**src/rtl/canerr_pkg.sv**
```systemverilog
package canerr_pkg;
  localparam int DW = 8;
  localparam int AW = 3;
  localparam int CW = 7;
  localparam logic [AW-1:0] A_FLAG = 3'd0;
  localparam logic [AW-1:0] A_MASK = 3'd1;
  localparam logic [AW-1:0] A_CODE = 3'd2;
  localparam logic [AW-1:0] A_TEC  = 3'd3;
  localparam logic [AW-1:0] A_REC  = 3'd4;
  localparam logic [AW-1:0] A_STAT = 3'd5;
  localparam logic [AW-1:0] A_IEN  = 3'd6;
  localparam int ST_ERR = 5;
  localparam int ST_RX  = 4;
  localparam int ST_TX  = 3;
endpackage

```
**src/rtl/canerr_rst_sync.sv**
```systemverilog
module canerr_rst_sync #(
  parameter int STAGES = 2
) (
  input  logic clk,
  input  logic rst_n,
  output logic srst_n
);
  logic [STAGES-1:0] chain_q;
  always_ff @(posedge clk or negedge rst_n) begin
    if (!rst_n) chain_q <= '0;
    else        chain_q <= {chain_q[STAGES-2:0], 1'b1};
  end
  assign srst_n = chain_q[STAGES-1];
endmodule

```
**src/rtl/canerr_w0c_reg.sv**
```systemverilog
module canerr_w0c_reg #(
  parameter int W = 8
) (
  input  logic         clk,
  input  logic         rst_n,
  input  logic [W-1:0] set_i,
  input  logic         wr_i,
  input  logic [W-1:0] wdata_i,
  output logic [W-1:0] q_o
);
  logic [W-1:0] q_d;
  logic [W-1:0] keep;

  always_comb begin
    keep = wr_i ? wdata_i : {W{1'b1}};
    q_d  = (q_o & keep) | set_i;   // set wins over a same-cycle clear
  end

  always_ff @(posedge clk or negedge rst_n) begin
    if (!rst_n) q_o <= '0;
    else        q_o <= q_d;
  end
endmodule

```
**src/rtl/canerr_code_store.sv**
```systemverilog
module canerr_code_store #(
  parameter int CW = 7
) (
  input  logic          clk,
  input  logic          rst_n,
  input  logic [CW-1:0] code_evt,
  input  logic          wr_i,
  input  logic [CW:0]   wdata_i,
  output logic          accum_o,
  output logic [CW-1:0] code_o
);
  logic [CW-1:0] code_d;
  logic [CW-1:0] keep;
  logic          accum_d;
  logic          accum_en;

  always_comb begin
    keep     = wr_i ? wdata_i[CW-1:0] : {CW{1'b1}};
    accum_en = wr_i;
    accum_d  = wdata_i[CW];
    if (accum_o)               code_d = (code_o & keep) | code_evt;
    else if (code_evt != '0)   code_d = code_evt;
    else                       code_d = code_o & keep;
  end

  always_ff @(posedge clk or negedge rst_n) begin
    if (!rst_n) begin
      code_o  <= '0;
      accum_o <= 1'b0;
    end else begin
      code_o <= code_d;
      if (accum_en) accum_o <= accum_d;
    end
  end
endmodule

```
**src/rtl/canerr_flag_unit.sv**
```systemverilog
module canerr_flag_unit
  import canerr_pkg::*;
(
  input  logic          clk,
  input  logic          rst_n,
  input  logic          wr_en,
  input  logic [AW-1:0] wr_addr,
  input  logic [DW-1:0] wr_data,
  input  logic [AW-1:0] rd_addr,
  output logic [DW-1:0] rd_data,
  input  logic [DW-1:0] err_evt,
  input  logic [CW-1:0] code_evt,
  input  logic [DW-1:0] tec_in,
  input  logic [DW-1:0] rec_in,
  input  logic          rxf_evt,
  input  logic          txf_evt,
  output logic          irq
);
  localparam int NST = 3;

  logic          srst_n;
  logic [DW-1:0] flag_q;
  logic [DW-1:0] mask_q, mask_d;
  logic          mask_en;
  logic [CW-1:0] code_q;
  logic          accum_q;
  logic [DW-1:0] tec_q, rec_q;
  logic [1:0]    fifo_q;
  logic [NST-1:0] ien_q, ien_d;
  logic          ien_en;
  logic          summary;
  logic [NST-1:0] stat_vec;
  logic          wr_flag, wr_code, wr_stat;

  canerr_rst_sync #(.STAGES(2)) u_rst (.clk(clk), .rst_n(rst_n), .srst_n(srst_n));

  assign wr_flag = wr_en && (wr_addr == A_FLAG);
  assign wr_code = wr_en && (wr_addr == A_CODE);
  assign wr_stat = wr_en && (wr_addr == A_STAT);

  canerr_w0c_reg #(.W(DW)) u_flags (
    .clk(clk), .rst_n(srst_n), .set_i(err_evt), .wr_i(wr_flag),
    .wdata_i(wr_data), .q_o(flag_q));

  canerr_w0c_reg #(.W(2)) u_fifo (
    .clk(clk), .rst_n(srst_n), .set_i({rxf_evt, txf_evt}), .wr_i(wr_stat),
    .wdata_i({wr_data[ST_RX], wr_data[ST_TX]}), .q_o(fifo_q));

  canerr_code_store #(.CW(CW)) u_code (
    .clk(clk), .rst_n(srst_n), .code_evt(code_evt), .wr_i(wr_code),
    .wdata_i(wr_data[CW:0]), .accum_o(accum_q), .code_o(code_q));

  always_comb begin
    mask_en = wr_en && (wr_addr == A_MASK);
    mask_d  = wr_data;
    ien_en  = wr_en && (wr_addr == A_IEN);
    ien_d   = wr_data[ST_ERR:ST_TX];
  end

  always_ff @(posedge clk or negedge srst_n) begin
    if (!srst_n) begin
      mask_q <= '0;
      ien_q  <= '0;
      tec_q  <= '0;
      rec_q  <= '0;
    end else begin
      if (mask_en) mask_q <= mask_d;
      if (ien_en)  ien_q  <= ien_d;
      tec_q <= tec_in;
      rec_q <= rec_in;
    end
  end

  always_comb begin
    summary  = |(flag_q & mask_q);
    stat_vec = {summary, fifo_q};
    irq      = |(stat_vec & ien_q);
    rd_data  = '0;
    case (rd_addr)
      A_FLAG: rd_data = flag_q;
      A_MASK: rd_data = mask_q;
      A_CODE: rd_data = {accum_q, code_q};
      A_TEC:  rd_data = tec_q;
      A_REC:  rd_data = rec_q;
      A_STAT: rd_data[ST_ERR:ST_TX] = stat_vec;
      A_IEN:  rd_data[ST_ERR:ST_TX] = ien_q;
      default: rd_data = '0;
    endcase
  end
endmodule

```
**config.mk**
```make
export PLATFORM = sky130hd
export DESIGN_NAME = canerr_flag_unit
export DESIGN_NICKNAME = d
export VERILOG_FILES = /design/src/rtl/canerr_pkg.sv /design/src/rtl/canerr_rst_sync.sv /design/src/rtl/canerr_w0c_reg.sv /design/src/rtl/canerr_code_store.sv /design/src/rtl/canerr_flag_unit.sv
export SDC_FILE = /design/constraint.sdc
export NUM_CORES = 1
export LEC_CHECK = 0
export CORE_MARGIN = 3
export CORE_UTILIZATION = 50
export DETAILED_ROUTE_END_ITERATION = 10
export GPL_TIMING_DRIVEN = 0
export HOLD_SLACK_MARGIN = 0.05
export MAX_ROUTING_LAYER = met4
export PLACE_DENSITY = 0.84
export SYNTH_ARGS = -nofsm -noshare
export SYNTH_HDL_FRONTEND = slang
export SYNTH_SLANG_ARGS = --single-unit
```
**constraint.sdc**
```tcl
create_clock -name clk -period 4.3 [get_ports clk]
set_clock_uncertainty 0.2 [all_clocks]
set_input_delay 0.645 -clock clk [delete_from_list [all_inputs] [get_ports clk]]
set_output_delay 0.645 -clock clk [all_outputs]
set_load 0.05 [all_outputs]
```
* Word level (Yosys, flattened, before mapping)
Index checks and enable logic that the tools add are counted.
Storage, ports and cells: word-level logic and storage cells 45, memories kept 0, memory bits (read-only) 0, memory bits (writable) 0, input bits 50, register bits 47, latch bits 0, output and inout port bits 9
Cells by class: reduce and logical (&&, ||, !) cells 10, multipliers 0, shifts and indexed selects 0, eq/ne operators 10, add/sub/neg operators 0, magnitude comparators 0, multiplexer cells 8, bitwise gates (word level) 8, divide/modulo/power cells 0
Operators by type and width (count):
- two-way mux 7 bit | 3
- case mux 3 bit (7 select lines) | 1
- AND 8 bit | 2
- equality test 3 bit, second input constant | 5
- case mux 3 bit (5 select lines) | 1
- case mux 2 bit (5 select lines) | 1
- equality test 3 x 2 -> 1 bit, second input constant | 3
- two-way mux 8 bit | 1
- OR 8 bit | 1
- OR reduction 8 bit | 1
- AND 7 bit | 1
- OR 7 bit | 1
- nonzero test 7 bit | 1
- equality test 3 x 1 -> 1 bit, second input constant | 2
- zero test 3 bit | 2
- logical AND 1 bit | 5
- AND 3 bit | 1
- OR reduction 3 bit | 1
- AND 2 bit | 1
- two-way mux 2 bit | 1
- OR 2 bit | 1

* Longest topological paths before layout
word-level depth 6, depth in mapped cells 5, depth with buffers taken out 4

* Cells and area by module
A second synthesis with hierarchy kept.
Unflattened totals: cells, all modules 165, area total of the unflattened synthesis 2117.0 µm²
Modules (own cells, without submodules):
- canerr_flag_unit | instances 1, cells an instance 105, area an instance 1346.3 µm², seq. area each 675.6 µm²
- canerr_code_store | instances 1, cells an instance 27, area an instance 329.1 µm², seq. area each 200.2 µm²
- canerr_w0c_reg at u_flags | instances 1, cells an instance 24, area an instance 310.3 µm², seq. area each 200.2 µm²
- canerr_w0c_reg at u_fifo | instances 1, cells an instance 6, area an instance 77.6 µm², seq. area each 50.0 µm²
- canerr_rst_sync | instances 1, cells an instance 3, area an instance 53.8 µm², seq. area each 50.0 µm²

* Worst setup path after synthesis
No wires, ideal clock.
kind input to output, start input port rd_addr[0], end output port rd_data[0], path slack 1215 ps, data arrival time 2240 ps, path buffers 1, stages on the path 4, required time 3455 ps, cell sequence buf_2 mux4_2 inv_1 o21ai_0
On the way: word-level cells in the longest chain between the ends 2, elaborated cells on any way between the ends 6, classes of those cells eq/ne: 4; mux: 1; reduce/logical: 1
Ends and longest elaborated chain:
- start, declared | RTL line canerr_flag_unit.sv:9 | input logic [AW-1:0] rd_addr,
- equality test 3 bit (tied with other cells) | RTL line canerr_flag_unit.sv:79 | case (rd_addr)
- case mux 3 bit (5 select lines) (*) | RTL line canerr_flag_unit.sv:79
- end, declared | RTL line canerr_flag_unit.sv:10 | output logic [DW-1:0] rd_data,
Mark *: on every way between the ends. The rest lies on a longest branch, timed or not.

* Worst setup path after layout
start input port rd_addr[2], end output port rd_data[4]
On the way: word-level cells in the longest chain between the ends 2, elaborated cells on any way between the ends 8, classes of those cells eq/ne: 6; mux: 1; reduce/logical: 1
Ends and longest elaborated chain (RTL line):
- equality test 3 bit (tied with other cells) | canerr_flag_unit.sv:79
- case mux 3 bit (7 select lines) (*) | canerr_flag_unit.sv:79
Marks and branches as above.

==> metrics.csv <==
stage;metric;value;unit
timing;rsz0062_at_grt;false;
final_layout;area.growth.synth_to_final;37.9;%
floorplanning;die_y;69.7;µm
global_routing;track_usage;21.9;%
timing;drv_slew;0;
route;wirelength;4960;µm
timing;final-setup-viol-count;0;
place;dp_cells;271;
clocking;max-clock-path-buffers;2;
final_layout;diodes;0;
final_layout;drive_above_1_share;13.3;%
final_layout;finalNonFillerCells;281;
synth;ys_top_cells_by_area;dfrtp_1 58%, mux2_2 8.3%, o21ai_0 4.4%, mux2i_1 4.0%, nand2b_1 3.4%;
timing;fin_crit_sh;86.1;%
pwr;irDropWorstVdd;0.243;mV
floorplanning;io_pins;59;
route;first_pass_iters;4;
timing;tightest_slew;828;ps
route;drc;0;
pwr;power;1.06;mW
global_routing;antenna_found_initial;0;
global_routing;grt_pass1_wl;8120;µm
clocking;cts_setup_buffers;0;
timing;fmax;270;MHz
hold_path;worstHoldStart;u_rst.chain_q[0];
synth;synth_most_common_cell;dfrtp_1;
synth;yosys.area_share.simple;9.44;%
global_routing;overflow;0;
setup_path;cp-start-kind;input port;
timing;period_needed;3700;ps
run;cap_violations;0;
pwr;p_per_area;380;nW/µm²
floorplanning;rows;22;
setup_path;crit_required;3450;ps
setup_path;reg2regPathDepth;1;
setup_path;timing.rr.end;mask_q[7];
outcome;status;finished, final reports clean;
clocking;cts.clk_slew.worst_paths;80;ps
final_layout;multi_input_area;807;µm²
synth;ys.flop_type;dfrtp_1;
synth;ys_seq_area_share;58.0;%
synth;synth_edf_count;0;
synth;yosys_register_bits;47;
global_routing;grt_pass1_vias;1729;
place;dp_hpwl;3730;µm
route;first_iter_violations;76;
synth;synth_fa_ha_area_share;0;%
place;gp_congestion;0.853;
clocking;post_cts_resized;0;
synth;synthDistinctLibCells;31;
route;vias_per_cell;5.69;
clocking;h-tree-depth;2;
route;wire_per_inst;17.6;µm
pwr;p_leak;1.12;nW
floorplanning;die_x;69.7;µm
clocking;clkLatencyLatePin;290;ps
route;vias;1599;
synth;netlist_instances;166;
clocking;ctsRootBufferMaster;clkbuf_8;
synth;syn-cell-area;2030;µm²
clocking;cts_tree;done;
route;drtAntennaViolNets;0;
setup_path;cp.arrival;2860;ps
synth;synth_top_family_by_area;compound AO/OA/AOI/OAI gates;
synth;synth-compound-area-share;15.7;%
timing;setup_tns;0;ps
global_routing;grt_max_degree;31;
setup_path;worstSetupEndpointType;output pin;
place;portBuffers;56;
synth;yosys.area.top_type;dfrtp_1;
synth;synth_common_cells;47 x dfrtp_1, 18 x o21ai_0, 15 x mux2_2;
synth;synth-warning-count;0;
synth;yosysTopAreaCellShare;58.0;%
floorplanning;core_area;3770;µm²
timing;maxSlewHeadroom;44.5;%
hold_path;hold_path.class;flip-flop to flip-flop;
synth;syn_nets;216;
synth;synthArstFlopShare;100;%
floorplanning;floorplan.initialDensity;53.7;%
final_layout;final-seq-area;1180;µm²
synth;syn_avg_cell_area;12.2;µm²
setup_path;critPathKind;input port to output pin;
timing;finalHoldViolations;0;
hold_path;hold_depth;0;
setup_path;r2r_start;u_rst.chain_q[1];
clocking;cts_sinks;47;
final_layout;fill_cells;234;
synth;synth-xor-area-share;0;%
synth;synthMuxAreaShare;14.5;%
final_layout;nets;282;
setup_path;r2r_setup_slack;2850;ps
hold_path;min_to;u_rst.chain_q[1];
setup_path;cp_max_fo;7;
floorplanning;die_area;4850;µm²
clocking;cts_made_buffers;5;
## flip-flops by register name, indices dropped and copies added, names as in the netlist
register        flops
u_fifo.q_o          2
ien_q               3
tec_q               8
u_flags.q_o         8
u_code.code_o       7
u_rst.chain_q       2
rec_q               8
mask_q              8
u_code.accum_o      1
## cells by family after synthesis
group,Yosys count
simple gates,32
mux,25
other cells,1
compound gates,51
flops,47
buf+inv,10
## cell usage in the layout, fill, tap and decap left out, types with 2 or more instances in the layout
cell / instances
dlygate4sd3_1: 2
nand3_1: 2
buf_2: 5
o21ai_0: 18
mux4_2: 2
nand2_1: 2
nor2_1: 7
mux2i_1: 8
inv_1: 4
mux2_2: 15
a21oi_1: 7
clkbuf_1: 3
dfrtp_1: 46
clkdlybuf4s50_1: 56
a22oi_1: 8
nand2b_1: 11
nand4b_1: 2
nor2b_1: 2
clkbuf_8: 5
o22ai_1: 5
o21bai_1: 7
## worst max path at each step
stage / slack, ps / to / from / cells after the start
global route: 480 / rd_data[6] / rd_addr[2] / 7
finish: 600 / rd_data[4] / rd_addr[2] / 6
global placement: 640 / rd_data[4] / rd_addr[2] / 6
CTS: 610 / rd_data[6] / rd_addr[2] / 7
detailed placement: 630 / rd_data[4] / rd_addr[2] / 6
floorplan: 1220 / rd_data[0] / rd_addr[0] / 4
## final cells by class
| class | instances | share of cell area (%) |
|---|---|---|
| Sequential cell | 47 | 42.1 |
| Inverter | 4 | 0.537 |
| Buffer | 6 | 1.03 |
| Multi-Input combinational cell | 109 | 28.9 |
| Clock buffer | 7 | 2.73 |
| Tap cell | 48 | 2.15 |
| Timing Repair Buffer | 59 | 21.5 |
| Clock inverter | 1 | 1.07 |
## metrics by stage
| stage | hold WS, ps | setup WS (ps) | instance area (µm²) | utilization (%) |
|---|---|---|---|---|
| after global routing | 174 | 483 | 2800 | 74.1 |
| after global placement | 139 | 641 | 2650 | 70.2 |
| after detailed placement | -16.0 | 627 | 2670 | 70.8 |
| after floorplan | 131 | 1220 | 2030 | - |
| final | 162 | 598 | 2800 | 74.1 |
| after CTS | 166 | 610 | 2800 | 74.1 |
## routing by layer
layer  part of all wire, %  global-route usage (%)  up-vias
met5                     0                       -        -
met4                   2.2                    9.15        0
met3                   6.3                    4.64       11
met2                    50                    34.4       71
met1                    41                    27.6      777
li1                      -                       -      740
## report_power, final
part | leakage, nW | switching (mW) | internal (mW)
Combinational | 0.551 | 0.117 | 0.118
Clock | 0.0524 | 0.138 | 0.174
Sequential | 0.519 | 0.0291 | 0.486
## repair_timing
action,CTS,global route
setup endpoints to repair,0,0
hold buffers,2,0
hold endpoints to repair,15,0
## critical path, stage by stage
cell and delay, ps:
clkdlybuf4s50_1 600, mux2_2 360, a221oi_1 290, a21oi_1 70, a21o_1 190, clkdlybuf4s50_1 700
No activity file was read; power rests on OpenSTA's default activity.
